**src/rtl/pit_pkg.sv**
```systemverilog
package pit_pkg;
  localparam int unsigned DATA_W       = 32;
  localparam int unsigned OFS_MODE     = 'h00;
  localparam int unsigned OFS_STAT     = 'h04;
  localparam int unsigned OFS_VAL      = 'h08;
  localparam int unsigned OFS_IMG      = 'h0C;
  localparam int unsigned MODE_IEN_BIT = 25;
  localparam int unsigned MODE_EN_BIT  = 24;
endpackage

```
**src/rtl/pit_prescale.sv**
```systemverilog
module pit_prescale #(
  parameter int unsigned DIV = 16
) (
  input  logic clk_i,
  input  logic rst_ni,
  input  logic run_i,
  output logic tick_o
);
  localparam int unsigned W = (DIV > 1) ? $clog2(DIV) : 1;
  localparam logic [W-1:0] LAST = W'(DIV - 1);

  logic [W-1:0] presc_q;

  // held at zero while idle so a fresh enable starts a full prescale period
  always_ff @(posedge clk_i or negedge rst_ni) begin
    if (!rst_ni)              presc_q <= '0;
    else if (!run_i)          presc_q <= '0;
    else if (presc_q == LAST) presc_q <= '0;
    else                      presc_q <= presc_q + W'(1);
  end

  assign tick_o = run_i && (presc_q == LAST);

  a_r3_tick_restart: assert property (@(posedge clk_i) disable iff (!rst_ni)
    tick_o |=> (presc_q == '0));
endmodule

```
**src/rtl/pit_core.sv**
```systemverilog
module pit_core #(
  parameter int unsigned CNT_W = 20,
  parameter int unsigned OVF_W = 12
) (
  input  logic             clk_i,
  input  logic             rst_ni,
  input  logic             en_i,
  input  logic             tick_i,
  input  logic             ack_i,
  input  logic [CNT_W-1:0] piv_i,
  output logic [CNT_W-1:0] cnt_o,
  output logic [OVF_W-1:0] ovf_o,
  output logic             flag_o,
  output logic             run_o
);
  logic [CNT_W-1:0] cnt_q;
  logic [OVF_W-1:0] ovf_q;
  logic             flag_q;
  logic             wrap;

  assign wrap  = tick_i && (cnt_q >= piv_i);
  assign run_o = en_i || (cnt_q != '0);

  always_ff @(posedge clk_i or negedge rst_ni) begin
    if (!rst_ni) begin
      cnt_q  <= '0;
      ovf_q  <= '0;
      flag_q <= 1'b0;
    end else begin
      if (tick_i) cnt_q <= wrap ? '0 : cnt_q + CNT_W'(1);
      // a wrap on the acknowledge edge is kept, not lost
      if (wrap) begin
        flag_q <= 1'b1;
        ovf_q  <= ack_i ? OVF_W'(1) : ovf_q + OVF_W'(1);
      end else if (ack_i) begin
        flag_q <= 1'b0;
        ovf_q  <= '0;
      end
    end
  end

  assign cnt_o  = cnt_q;
  assign ovf_o  = ovf_q;
  assign flag_o = flag_q;

  a_r3_cnt_step: assert property (@(posedge clk_i) disable iff (!rst_ni)
    (cnt_q != $past(cnt_q)) |-> ((cnt_q == $past(cnt_q) + CNT_W'(1)) || (cnt_q == '0)));
  a_r4_flag_on_wrap: assert property (@(posedge clk_i) disable iff (!rst_ni)
    $rose(flag_q) |-> (cnt_q == '0));
  a_r6_ack_clears: assert property (@(posedge clk_i) disable iff (!rst_ni)
    (ack_i && !tick_i) |=> (!flag_q && (ovf_q == '0)));
  a_r9_idle_hold: assert property (@(posedge clk_i) disable iff (!rst_ni)
    (!en_i && (cnt_q == '0)) |=> (cnt_q == '0));
  a_r11_ovf_step: assert property (@(posedge clk_i) disable iff (!rst_ni)
    (ovf_q != $past(ovf_q)) |-> ((ovf_q == $past(ovf_q) + OVF_W'(1)) || (ovf_q <= OVF_W'(1))));
endmodule

```
**src/rtl/pit_regs.sv**
```systemverilog
module pit_regs
  import pit_pkg::*;
#(
  parameter int unsigned ADDR_W = 5,
  parameter int unsigned CNT_W  = 20,
  parameter int unsigned OVF_W  = 12
) (
  input  logic              clk_i,
  input  logic              rst_ni,
  input  logic              sel_i,
  input  logic              we_i,
  input  logic [ADDR_W-1:0] addr_i,
  input  logic [DATA_W-1:0] wdata_i,
  output logic [DATA_W-1:0] rdata_o,
  input  logic [CNT_W-1:0]  cnt_i,
  input  logic [OVF_W-1:0]  ovf_i,
  input  logic              flag_i,
  output logic              en_o,
  output logic              ien_o,
  output logic [CNT_W-1:0]  piv_o,
  output logic              ack_o
);
  localparam logic [ADDR_W-1:0] A_MODE = ADDR_W'(OFS_MODE);
  localparam logic [ADDR_W-1:0] A_STAT = ADDR_W'(OFS_STAT);
  localparam logic [ADDR_W-1:0] A_VAL  = ADDR_W'(OFS_VAL);
  localparam logic [ADDR_W-1:0] A_IMG  = ADDR_W'(OFS_IMG);

  logic             en_q, ien_q;
  logic [CNT_W-1:0] piv_q;
  logic             mode_wr;
  logic             unused_wdata;

  assign mode_wr      = sel_i && we_i && (addr_i == A_MODE);
  assign ack_o        = sel_i && !we_i && (addr_i == A_VAL);
  assign unused_wdata = ^wdata_i;

  always_ff @(posedge clk_i or negedge rst_ni) begin
    if (!rst_ni) begin
      en_q  <= 1'b0;
      ien_q <= 1'b0;
      piv_q <= '0;
    end else if (mode_wr) begin
      en_q  <= wdata_i[MODE_EN_BIT];
      ien_q <= wdata_i[MODE_IEN_BIT];
      piv_q <= wdata_i[CNT_W-1:0];
    end
  end

  always_comb begin
    rdata_o = '0;
    if (sel_i && !we_i) begin
      unique case (addr_i)
        A_MODE: begin
          rdata_o[MODE_IEN_BIT] = ien_q;
          rdata_o[MODE_EN_BIT]  = en_q;
          rdata_o[CNT_W-1:0]    = piv_q;
        end
        A_STAT:       rdata_o[0] = flag_i;
        A_VAL, A_IMG: rdata_o = DATA_W'({ovf_i, cnt_i});
        default:      rdata_o = '0;
      endcase
    end
  end

  assign en_o  = en_q;
  assign ien_o = ien_q;
  assign piv_o = piv_q;

  a_r10_mode_hold: assert property (@(posedge clk_i) disable iff (!rst_ni)
    (sel_i && we_i && (addr_i != A_MODE)) |=> ($stable(piv_q) && $stable(en_q) && $stable(ien_q)));
endmodule

```
**src/rtl/pit_timer.sv**
```systemverilog
module pit_timer #(
  parameter int unsigned ADDR_W = 5,
  parameter int unsigned CNT_W  = 20,
  parameter int unsigned OVF_W  = 12,
  parameter int unsigned DIV    = 16
) (
  input  logic        clk_i,
  input  logic        rst_ni,
  input  logic        bus_sel_i,
  input  logic        bus_we_i,
  input  logic [ADDR_W-1:0] bus_addr_i,
  input  logic [31:0] bus_wdata_i,
  output logic [31:0] bus_rdata_o,
  output logic        irq_o
);
  logic             en, ien, ack, tick, run, flag;
  logic [CNT_W-1:0] piv, cnt;
  logic [OVF_W-1:0] ovf;

  pit_regs #(.ADDR_W(ADDR_W), .CNT_W(CNT_W), .OVF_W(OVF_W)) u_regs (
    .clk_i(clk_i), .rst_ni(rst_ni),
    .sel_i(bus_sel_i), .we_i(bus_we_i), .addr_i(bus_addr_i),
    .wdata_i(bus_wdata_i), .rdata_o(bus_rdata_o),
    .cnt_i(cnt), .ovf_i(ovf), .flag_i(flag),
    .en_o(en), .ien_o(ien), .piv_o(piv), .ack_o(ack)
  );

  pit_prescale #(.DIV(DIV)) u_presc (
    .clk_i(clk_i), .rst_ni(rst_ni), .run_i(run), .tick_o(tick)
  );

  pit_core #(.CNT_W(CNT_W), .OVF_W(OVF_W)) u_core (
    .clk_i(clk_i), .rst_ni(rst_ni), .en_i(en), .tick_i(tick), .ack_i(ack),
    .piv_i(piv), .cnt_o(cnt), .ovf_o(ovf), .flag_o(flag), .run_o(run)
  );

  assign irq_o = flag && ien;

  a_r8_irq_follows: assert property (@(posedge clk_i) disable iff (!rst_ni)
    (bus_sel_i && !bus_we_i && (bus_addr_i == ADDR_W'(pit_pkg::OFS_STAT)) && !bus_rdata_o[0]) |-> !irq_o);
endmodule

```
**config.mk**
```make
export PLATFORM = sky130hd
export DESIGN_NAME = pit_timer
export DESIGN_NICKNAME = d
export VERILOG_FILES = /design/src/rtl/pit_pkg.sv /design/src/rtl/pit_prescale.sv /design/src/rtl/pit_core.sv /design/src/rtl/pit_regs.sv /design/src/rtl/pit_timer.sv
export SDC_FILE = /design/constraint.sdc
export NUM_CORES = 1
export LEC_CHECK = 0
export ABC_AREA = 1
export BUFFER_PORTS_ARGS = -buffer_cell sky130_fd_sc_hd__buf_2
export CORE_UTILIZATION = 56
export DETAILED_ROUTE_END_ITERATION = 10
export GPL_TIMING_DRIVEN = 1
export HOLD_SLACK_MARGIN = 0.1
export PLACE_DENSITY = 0.77
export SKIP_LAST_GASP = 1
export SLEW_MARGIN = 15
export SYNTH_ARGS = -nofsm -noshare
export SYNTH_HDL_FRONTEND = slang
export SYNTH_SLANG_ARGS = --single-unit
```
**constraint.sdc**
```tcl
create_clock -name clk_i -period 1.9 [get_ports clk_i]
set_input_delay 0.095 -clock clk_i [delete_from_list [all_inputs] [get_ports clk_i]]
set_output_delay 0.095 -clock clk_i [all_outputs]
set_load 0.03 [all_outputs]
```
Word-level counts from Yosys, hierarchy flattened
Cells that the tools add are included.
{"block": "op_classes", "n_addsub": 3, "order_cmp": 1, "n_eq_ne": 4, "mux": 14, "reduce_logical": 13}
{"operator": "$pmux 19 s2", "count": 1}
{"operator": "$mux 12", "count": 3}
{"operator": "$mux 32", "count": 1}
{"operator": "$add 20x1->20 const B", "count": 1}
{"operator": "$ge 20x20->1", "count": 1}
{"operator": "$mux 20", "count": 1}
{"operator": "$reduce_bool 20->1", "count": 1}
{"operator": "$add 12x1->12 const B", "count": 1}
{"operator": "$mux 4", "count": 3}
{"operator": "$eq 5x4->1 const B", "count": 2}
{"operator": "$logic_and 1x1->1", "count": 7}
{"operator": "$mux 6", "count": 1}
{"operator": "$eq 5x3->1 const B", "count": 1}
{"operator": "$logic_not 5->1", "count": 1}
{"operator": "$add 4x1->4 const B", "count": 1}
{"operator": "$eq 4x4->1 const B", "count": 1}
{"operator": "$pmux 2 s2", "count": 1}
{"operator": "$pmux 1 s3", "count": 1}
{"operator": "$mux 1", "count": 2}
{"operator": "$reduce_bool 2->1", "count": 1}
{"operator": "$reduce_or 2->1", "count": 1}
{"operator": "$logic_not 1->1", "count": 1}
{"operator": "$logic_or 1x1->1", "count": 1}
{"block": "word_totals", "ff_bits": 59, "input_bits": 41, "out_inout_bits": 33, "elab_cells": 42}

Depth between registers and ports, before layout
Gate-level depths: netlist (run 1).
{"block": "depth", "depth_word": 5, "mapped_depth": 14, "ltp_nobuf": 14}

Hierarchy
From an unflattened synthesis (run 1), not the netlist that was laid out.
{"block": "hier_totals", "cells_unflattened": 587, "hier_area_um2": 4281.6}
{"module": "pit_core", "n_inst": 1, "cells_each": 354, "area_each_um2": 2568.7, "seq_area_each_um2": 825.8}
{"module": "pit_regs", "n_inst": 1, "cells_each": 209, "area_each_um2": 1516.5, "seq_area_each_um2": 550.5}
{"module": "pit_prescale", "n_inst": 1, "cells_each": 22, "area_each_um2": 188.9, "seq_area_each_um2": 100.1}
{"module": "pit_timer", "n_inst": 1, "cells_each": 2, "area_each_um2": 7.5, "seq_area_each_um2": 0.0}

Worst setup path before layout (run 1)
Ideal clock, no wire load.
{"block": "synth_path", "kind": "register to register", "startpoint": "register u_core.cnt_q[11] (netlist: u_core.cnt_o[11])", "endpoint": "register u_core.ovf_q[5] (netlist: u_core.ovf_o[5])", "setup_time_ns": 0.118, "t_arrival_ns": 1.598, "required_ns": 1.782, "path_slack_ns": 0.185, "stages_incl_launch_ff": 12, "n_path_buf": 1, "synth_period_minus_slack_ns": 1.715, "path_cell_list": "dfrtp_1 ha_1 nand2_1 nor2_1 nand2_1 nor2_1 nand2_1 nand4_2 nand2_4 buf_6 nand3_1 nand2_1"}
{"block": "synth_via", "elab_chain_cells": 5, "elab_cells_between_ends": 7, "cone_classes": "1 x order compare; 1 x mux; 5 x reduce/logical"}
{"element": "from (decl)", "line": "pit_core.sv:16", "rtl": "logic [CNT_W-1:0] cnt_q;"}
{"element": "from (signal assigned)", "line": "pit_core.sv:30", "rtl": "if (tick_i) cnt_q <= wrap ? '0 : cnt_q + CNT_W'(1);"}
{"element": "branches (longest 3 deep; another with $ge 20x20->1)"}
{"element": "$logic_and 1x1->1 (*)", "line": "pit_core.sv:21", "rtl": "assign wrap = tick_i && (cnt_q >= piv_i);"}
{"element": "$mux 12 or $reduce_bool 2->1 (tied branches)"}
{"element": "to (signal assigned)", "line": "pit_core.sv:34", "rtl": "ovf_q <= ack_i ? OVF_W'(1) : ovf_q + OVF_W'(1);"}
{"element": "to (decl)", "line": "pit_core.sv:17", "rtl": "logic [OVF_W-1:0] ovf_q;"}
Every way passes the cells marked *.
A chain may end at the register's enable or synchronous reset.

Worst setup path after layout (run 1)
{"block": "layout_path", "startpoint": "register u_regs.piv_q[5] (netlist: u_regs.piv_o[5])", "endpoint": "register u_core.ovf_q[3] (netlist: u_core.ovf_o[3])"}
{"block": "layout_via", "elab_chain_cells": 3, "elab_cells_between_ends": 4, "cone_classes": "1 x order compare; 1 x mux; 2 x reduce/logical"}
{"element": "from (decl)", "line": "pit_regs.sv:29", "rtl": "logic [CNT_W-1:0] piv_q;"}
{"element": "from (signal assigned)", "line": "pit_regs.sv:45", "rtl": "piv_q <= wdata_i[CNT_W-1:0];"}
{"element": "$ge 20x20->1 (*)", "line": "pit_core.sv:21"}
{"element": "$logic_and 1x1->1 (*)", "line": "pit_core.sv:21"}
{"element": "$mux 12 or $reduce_bool 2->1 (tied branches)"}
Every way passes the cells marked *; elsewhere a longest branch is shown, timed or not.

==> results of run 1 <==
## cells by family (layout without fill, tap and decap cells)
logic type,Yosys count,count (layout),share of synthesized area
and+or+nand+nor,342,345,0.351
buffers and inverters,97,212,0.100
DFF,59,59,0.353
AOI/OAI and AO/OA,58,58,0.0760
adders and majority gates,24,24,0.0718
xor gates and xnor gates,23,23,0.0481
## stage by stage
stage / setup slack [ns] / setup TNS (ns) / utilization
final: -0.00964 / -0.0199 / 0.769
after global routing: -0.0632 / -1.20 / 0.769
after CTS: 0.00713 / 0 / 0.720
after detailed placement: -0.0979 / -2.56 / 0.654
after global placement: -0.0305 / -0.665 / 0.654
after floorplan: 0.185 / 0 / -
## worst reg2reg max path: cells and delay by family, from the launching register on
kind	cells	cell delay, ns
adders and majority gates	1	0.23
buffers and inverters	3	0.45
DFF	1	0.39
and+or+nand+nor	10	0.73
## path summary, 6_finish.rpt
kind,from,endpoint,slack [ns]
max in group asynchronous,rst_ni,u_core.cnt_o[4]$_DFFE_PN0P_,1.34
max,u_regs.piv_o[5]$_DFFE_PN0P_,u_core.ovf_o[3]$_DFFE_PN0P_,-0.01
min,rst_ni,u_regs.piv_o[19]$_DFFE_PN0P_,0.28
max reg2reg,u_regs.piv_o[5]$_DFFE_PN0P_,u_core.ovf_o[3]$_DFFE_PN0P_,-0.01
min reg2reg,u_core.flag_o$_DFFE_PN0P_,u_core.flag_o$_DFFE_PN0P_,0.52
min in group clk_i,bus_sel_i,u_regs.ien_o$_DFFE_PN0P_,0.36
## timing repair
item                                   4_1_cts  5_1_grt
gates cloned                                 1        3
setup buffers                                0        8
hold buffers                                23        0
setup endpoints to repair                   33       33
endpoints found under the hold margin       81        0
gates resized for setup                      9       42
pin swaps                                    1       26
## cell usage after synthesis, types with 2 or more instances
cell	n
buf_1	2
clkbuf_1	3
o21ai_0	2
xnor2_1	4
o21ai_1	3
nand3_1	55
buf_4	4
inv_1	69
nand4_1	10
xor2_1	19
buf_6	3
dfrtp_1	59
nor2_1	76
nand2_1	180
a21oi_1	47
nor3_1	8
buf_2	15
ha_1	24
nor2_2	3
## per-layer routing
metal | vias up | GRT usage
met5 | - | 0
met4 | 0 | 0.154
met3 | 44 | 0.0494
met2 | 164 | 0.518
met1 | 2086 | 0.376
li1 | 2140 | -
## where the power goes
part           switching, mW  total, mW  leakage, nW  internal, mW
logic                  0.231      0.414         2.10         0.183
clock network          0.499       1.14        0.105         0.643
registers             0.0478       1.38        0.734          1.33
## sequential cells by signal, summed over array words and instances, names as in the netlist
name and cells:
u_core.flag_o 1, u_regs.en_o 1, u_regs.ien_o 1, u_core.cnt_o 20, u_core.ovf_o 12, u_presc.presc_q 4
u_regs.piv_o 20
## cell type report
class | count | share of cell area
Multi-Input combinational cell | 450 | 0.461
Sequential cell | 59 | 0.265
Timing Repair Buffer | 127 | 0.169
Inverter | 70 | 0.0471
Clock buffer | 14 | 0.0345
Tap cell | 99 | 0.0222
Clock inverter | 1 | 0.000897
==> impl_metrics.ini, run 1 <==
[run_status]
status = complete, but fails checks
violations = setup timing

[power]
p_per_area_nw_per_um2 = 526
leakage_nw = 2.94
power.total_mw = 2.93
irDropWorstVdd_uv = 424

[floorplanning]
core_area_um2 = 7250
die_w_um = 88.4
chipHeight_um = 88.4
dieArea_um2 = 7820
rows = 31
io_pins = 74
initial_core_util = 0.577

[sta]
rsz0062_at_grt = true
skew_ns = 0.00790
hold_slack_ns = 0.283
worstMarginPinSlew_ns = 0.491
drv_slew = 0
setup_viol = 4
final-hold-violation-count = 0
period_needed_ns = 1.91
fmax_mhz = 524
post-route-period-util = 1.01
relSlewSlack = 0.672
worst_slack_ns = -0.00964

[clocking]
cts_max_level = 3
clock-sinks = 59
cts_buffer_depth = 2
cts_made_buffers = 9
cts.clk_slew.worst_paths_ns = 0.07
tritoncts = built
insertion_delay_ns = 0.35
root_buffer = clkbuf_8

[synthesis]
ys_ff_latch = 59
yosys_warnings = 0
synth_cells = 603
syn_area_um2 = 4180
yosys.area.top_type = dfrtp_1
yosys-top-cells-area = dfrtp_1, nand2_1, ha_1, nor2_1, nand3_1
syn-num-nets = 668
seq_area_frac_synth = 0.353
async_flop_share = 1.00
syn_area_per_cell_um2 = 6.94
synth-edff-count = 0
ys.flop_type = dfrtp_1
yosysTopAreaCellShare = 0.353
synthDistinctLibCells = 36

[placement]
placed_area_um2 = 4740
gp_congestion = 0.961
port-buffer-count = 63
dpl.hpwl_um = 7590
place_inst = 770

[drt]
met2_length_um = 5860
drc = 0
ant_nets = 0
vias_per_cell = 5.41
drt_wl_total_um = 12000
met3_length_um = 624
dr.pass1.iters = 5
maxUsedRoutingLayer = met4
drtIter0Drc = 402
wl_per_cell_um = 14.7
vias = 4434
wl_met1_um = 5150

[layout]
fin_nets = 782
mostFrequentLayoutCells = nand2_1, nor2_1, buf_2
design_area_um2 = 5580
drive_gt1_frac = 0.239
final_common_cell = nand2_1
multi_input_area_um2 = 2570
n_antenna_cell = 0
seq_area_um2 = 1480
nFillCells = 505
final_cells = 820
area_growth_pct = 33.3

[global_route]
grt_max_degree = 60
grt_pass1_wl_um = 18100
grt_pass1_vias = 4099
grt_util_all_layers = 0.305
grt_antenna_before_repair = 0
grt-ovfl-total = 0

[critical_path]
setup.worst_path.class = reg2reg
cpMostUsedCell = nand2_1
crit_family = simple AND/OR/NAND/NOR gates
critPathSlowestCell = dfrtp_1
cp_data_arrival_time_ns = 2.15
required_ns = 2.14
crit_chain = inv_1, ha_4, nand2_1, nand2_1, nand2_1, nand2_1, nand2_1, nand2_2, nand2_2, nand4_4, buf_12, clkbuf_16, nand3_1, nand2_1
cp_max_fo = 6
cp-end-kind = flop
startpoint_type = flop
cp_num_buf_inv = 3
slowest_delay_ns = 0.39
r2r.worst_path.cells = 14
cp.depth = 14

[job]
cap_violations = 0

[hold_path]
hp-class = in2async
Power figures use the tool's default switching activity.
==> run 2: changes to the inputs <==
--- a/config.mk
+++ b/config.mk
@@ -11,7 +11,7 @@
 export DETAILED_ROUTE_END_ITERATION = 10
 export GPL_TIMING_DRIVEN = 1
 export HOLD_SLACK_MARGIN = 0.1
-export PLACE_DENSITY = 0.77
+export PLACE_DENSITY_LB_ADDON = 0.15
 export SKIP_LAST_GASP = 1
 export SLEW_MARGIN = 15
 export SYNTH_ARGS = -nofsm -noshare
==> impl_metrics.ini, run 2 (synthesis gave the netlist of run 1 again) <==
[sta]
relSlewSlack = 0.631
post-route-period-util = 1.00
skew_ns = 0.0149
period_needed_ns = 1.91
setup_viol = 1
rsz0062_at_grt = true
final-hold-violation-count = 0
worstMarginPinSlew_ns = 0.553
fmax_mhz = 524
drv_slew = 0
worst_slack_ns = -0.00719

[floorplanning]
chipHeight_um = 88.4
die_w_um = 88.4
initial_core_util = 0.577
core_area_um2 = 7250
dieArea_um2 = 7820
io_pins = 74
rows = 31

[power]
power.total_mw = 3.22
leakage_nw = 2.93
irDropWorstVdd_uv = 392
p_per_area_nw_per_um2 = 567

[run_status]
violations = DRC, setup timing
status = complete, but fails checks

[clocking]
cts_buffer_depth = 2
root_buffer = clkbuf_8
cts.clk_slew.worst_paths_ns = 0.08
cts_made_buffers = 9
insertion_delay_ns = 0.35
tritoncts = built
clock-sinks = 59
cts_max_level = 3

[drt]
vias = 4399
drc = 2
drt_wl_total_um = 12100
vias_per_cell = 5.36
ant_nets = 0
wl_per_cell_um = 14.7
drtIter0Drc = 311
dr.pass1.iters = 9

[critical_path]
setup.worst_path.class = reg2reg
cp-end-kind = flop
required_ns = 2.18
startpoint_type = flop
cp_max_fo = 6
cp_data_arrival_time_ns = 2.19
r2r.worst_path.cells = 14

[global_route]
grt_antenna_before_repair = 0
met3_usage = 0.0485
use_met1 = 0.393
grt-ovfl-total = 0
grt_util_all_layers = 0.303
grt_max_degree = 60
grt_pass1_wl_um = 18000
busiest_layer = met2
use_met2 = 0.519
grt_pass1_vias = 3894

[layout]
mostFrequentLayoutCells = nand2_1, nor2_1, buf_2
n_antenna_cell = 0
nFillCells = 527
final_common_cell = nand2_1
fin_nets = 782
area_growth_pct = 35.7
drive_gt1_frac = 0.271

[placement]
dpl.hpwl_um = 7710
port-buffer-count = 63
dpl_worst_slack_ns = -0.0273
gp_congestion = 0.935

[hold_path]
hp-class = in2async

[job]
cap_violations = 0
## run 2: path summary, 6_finish.rpt
| kind | startpoint | endpoint | slack (ns) |
|---|---|---|---|
| worst max-delay path | u_regs.piv_o[7]$_DFFE_PN0P_ | u_core.ovf_o[1]$_DFFE_PN0P_ | -0.007 |
| worst max register to register | u_regs.piv_o[7]$_DFFE_PN0P_ | u_core.ovf_o[1]$_DFFE_PN0P_ | -0.007 |
| min in group clk_i | bus_sel_i | u_regs.ien_o$_DFFE_PN0P_ | 0.37 |
| max in group asynchronous | rst_ni | u_core.cnt_o[11]$_DFFE_PN0P_ | 1.34 |
| worst min register to register | u_regs.en_o$_DFFE_PN0P_ | u_regs.en_o$_DFFE_PN0P_ | 0.52 |
| worst min-delay path | rst_ni | u_regs.piv_o[16]$_DFFE_PN0P_ | 0.26 |
## run 2: per-layer routing
metal	wire length, µm	vias up
met5	0	-
met4	263	0
met3	767	27
met2	6120	173
met1	4960	2066
li1	-	2133
## run 2: area by class of cell
cell class | count | area (µm²) | share of cell area
Tap cell | 99 | 124 | 0.0218
Clock buffer | 11 | 141 | 0.0249
Timing Repair Buffer | 130 | 993 | 0.175
Multi-Input combinational cell | 447 | 2580 | 0.454
Inverter | 70 | 263 | 0.0463
Clock inverter | 5 | 100 | 0.0176
Sequential cell | 59 | 1480 | 0.260
## run 2: what timing repair did
action,CTS,global route
hold endpoints to repair,81,0
setup endpoints to repair,14,33
cloned,0,4
hold buffers,23,0
resized for setup,4,66
pin swaps,1,36
setup buffers,0,5
## run 2: stage by stage
| step | util | instances | area [µm²] | TNS, ns | hold slack (ns) |
|---|---|---|---|---|---|
| 6_report | 0.783 | 821 | 5680 | -0.00719 | 0.264 |
| 5_1_grt | 0.783 | 821 | 5680 | -2.33 | 0.322 |
| 4_1_cts | 0.725 | 812 | 5260 | 0 | 0.286 |
| 3_5_place_dp | 0.659 | 773 | 4780 | -0.260 | 0.126 |
| 3_3_place_gp | 0.659 | 773 | 4780 | 0 | 0.126 |
| 2_1_floorplan | - | 603 | 4180 | 0 | -0.201 |
## run 2: critical path: stages, from the launching register on
cell	delay (ns)
dfrtp_1	0.40
inv_2	0.09
ha_4	0.21
nand2_2	0.09
inv_1	0.06
nand2_1	0.06
nand2_1	0.06
nand2_1	0.08
nand2_2	0.07
nand2_2	0.08
nand4_4	0.16
nand2_8	0.17
clkbuf_16	0.17
nand3_2	0.06
nand2_1	0.08
## run 2: where the power goes
group	total (mW)	leakage, nW	internal [mW]	switching [mW]
Sequential	1.38	0.732	1.33	0.0496
Combinational	0.412	2.08	0.179	0.233
Clock	1.43	0.123	0.903	0.526
Total	3.22	2.93	2.41	0.809
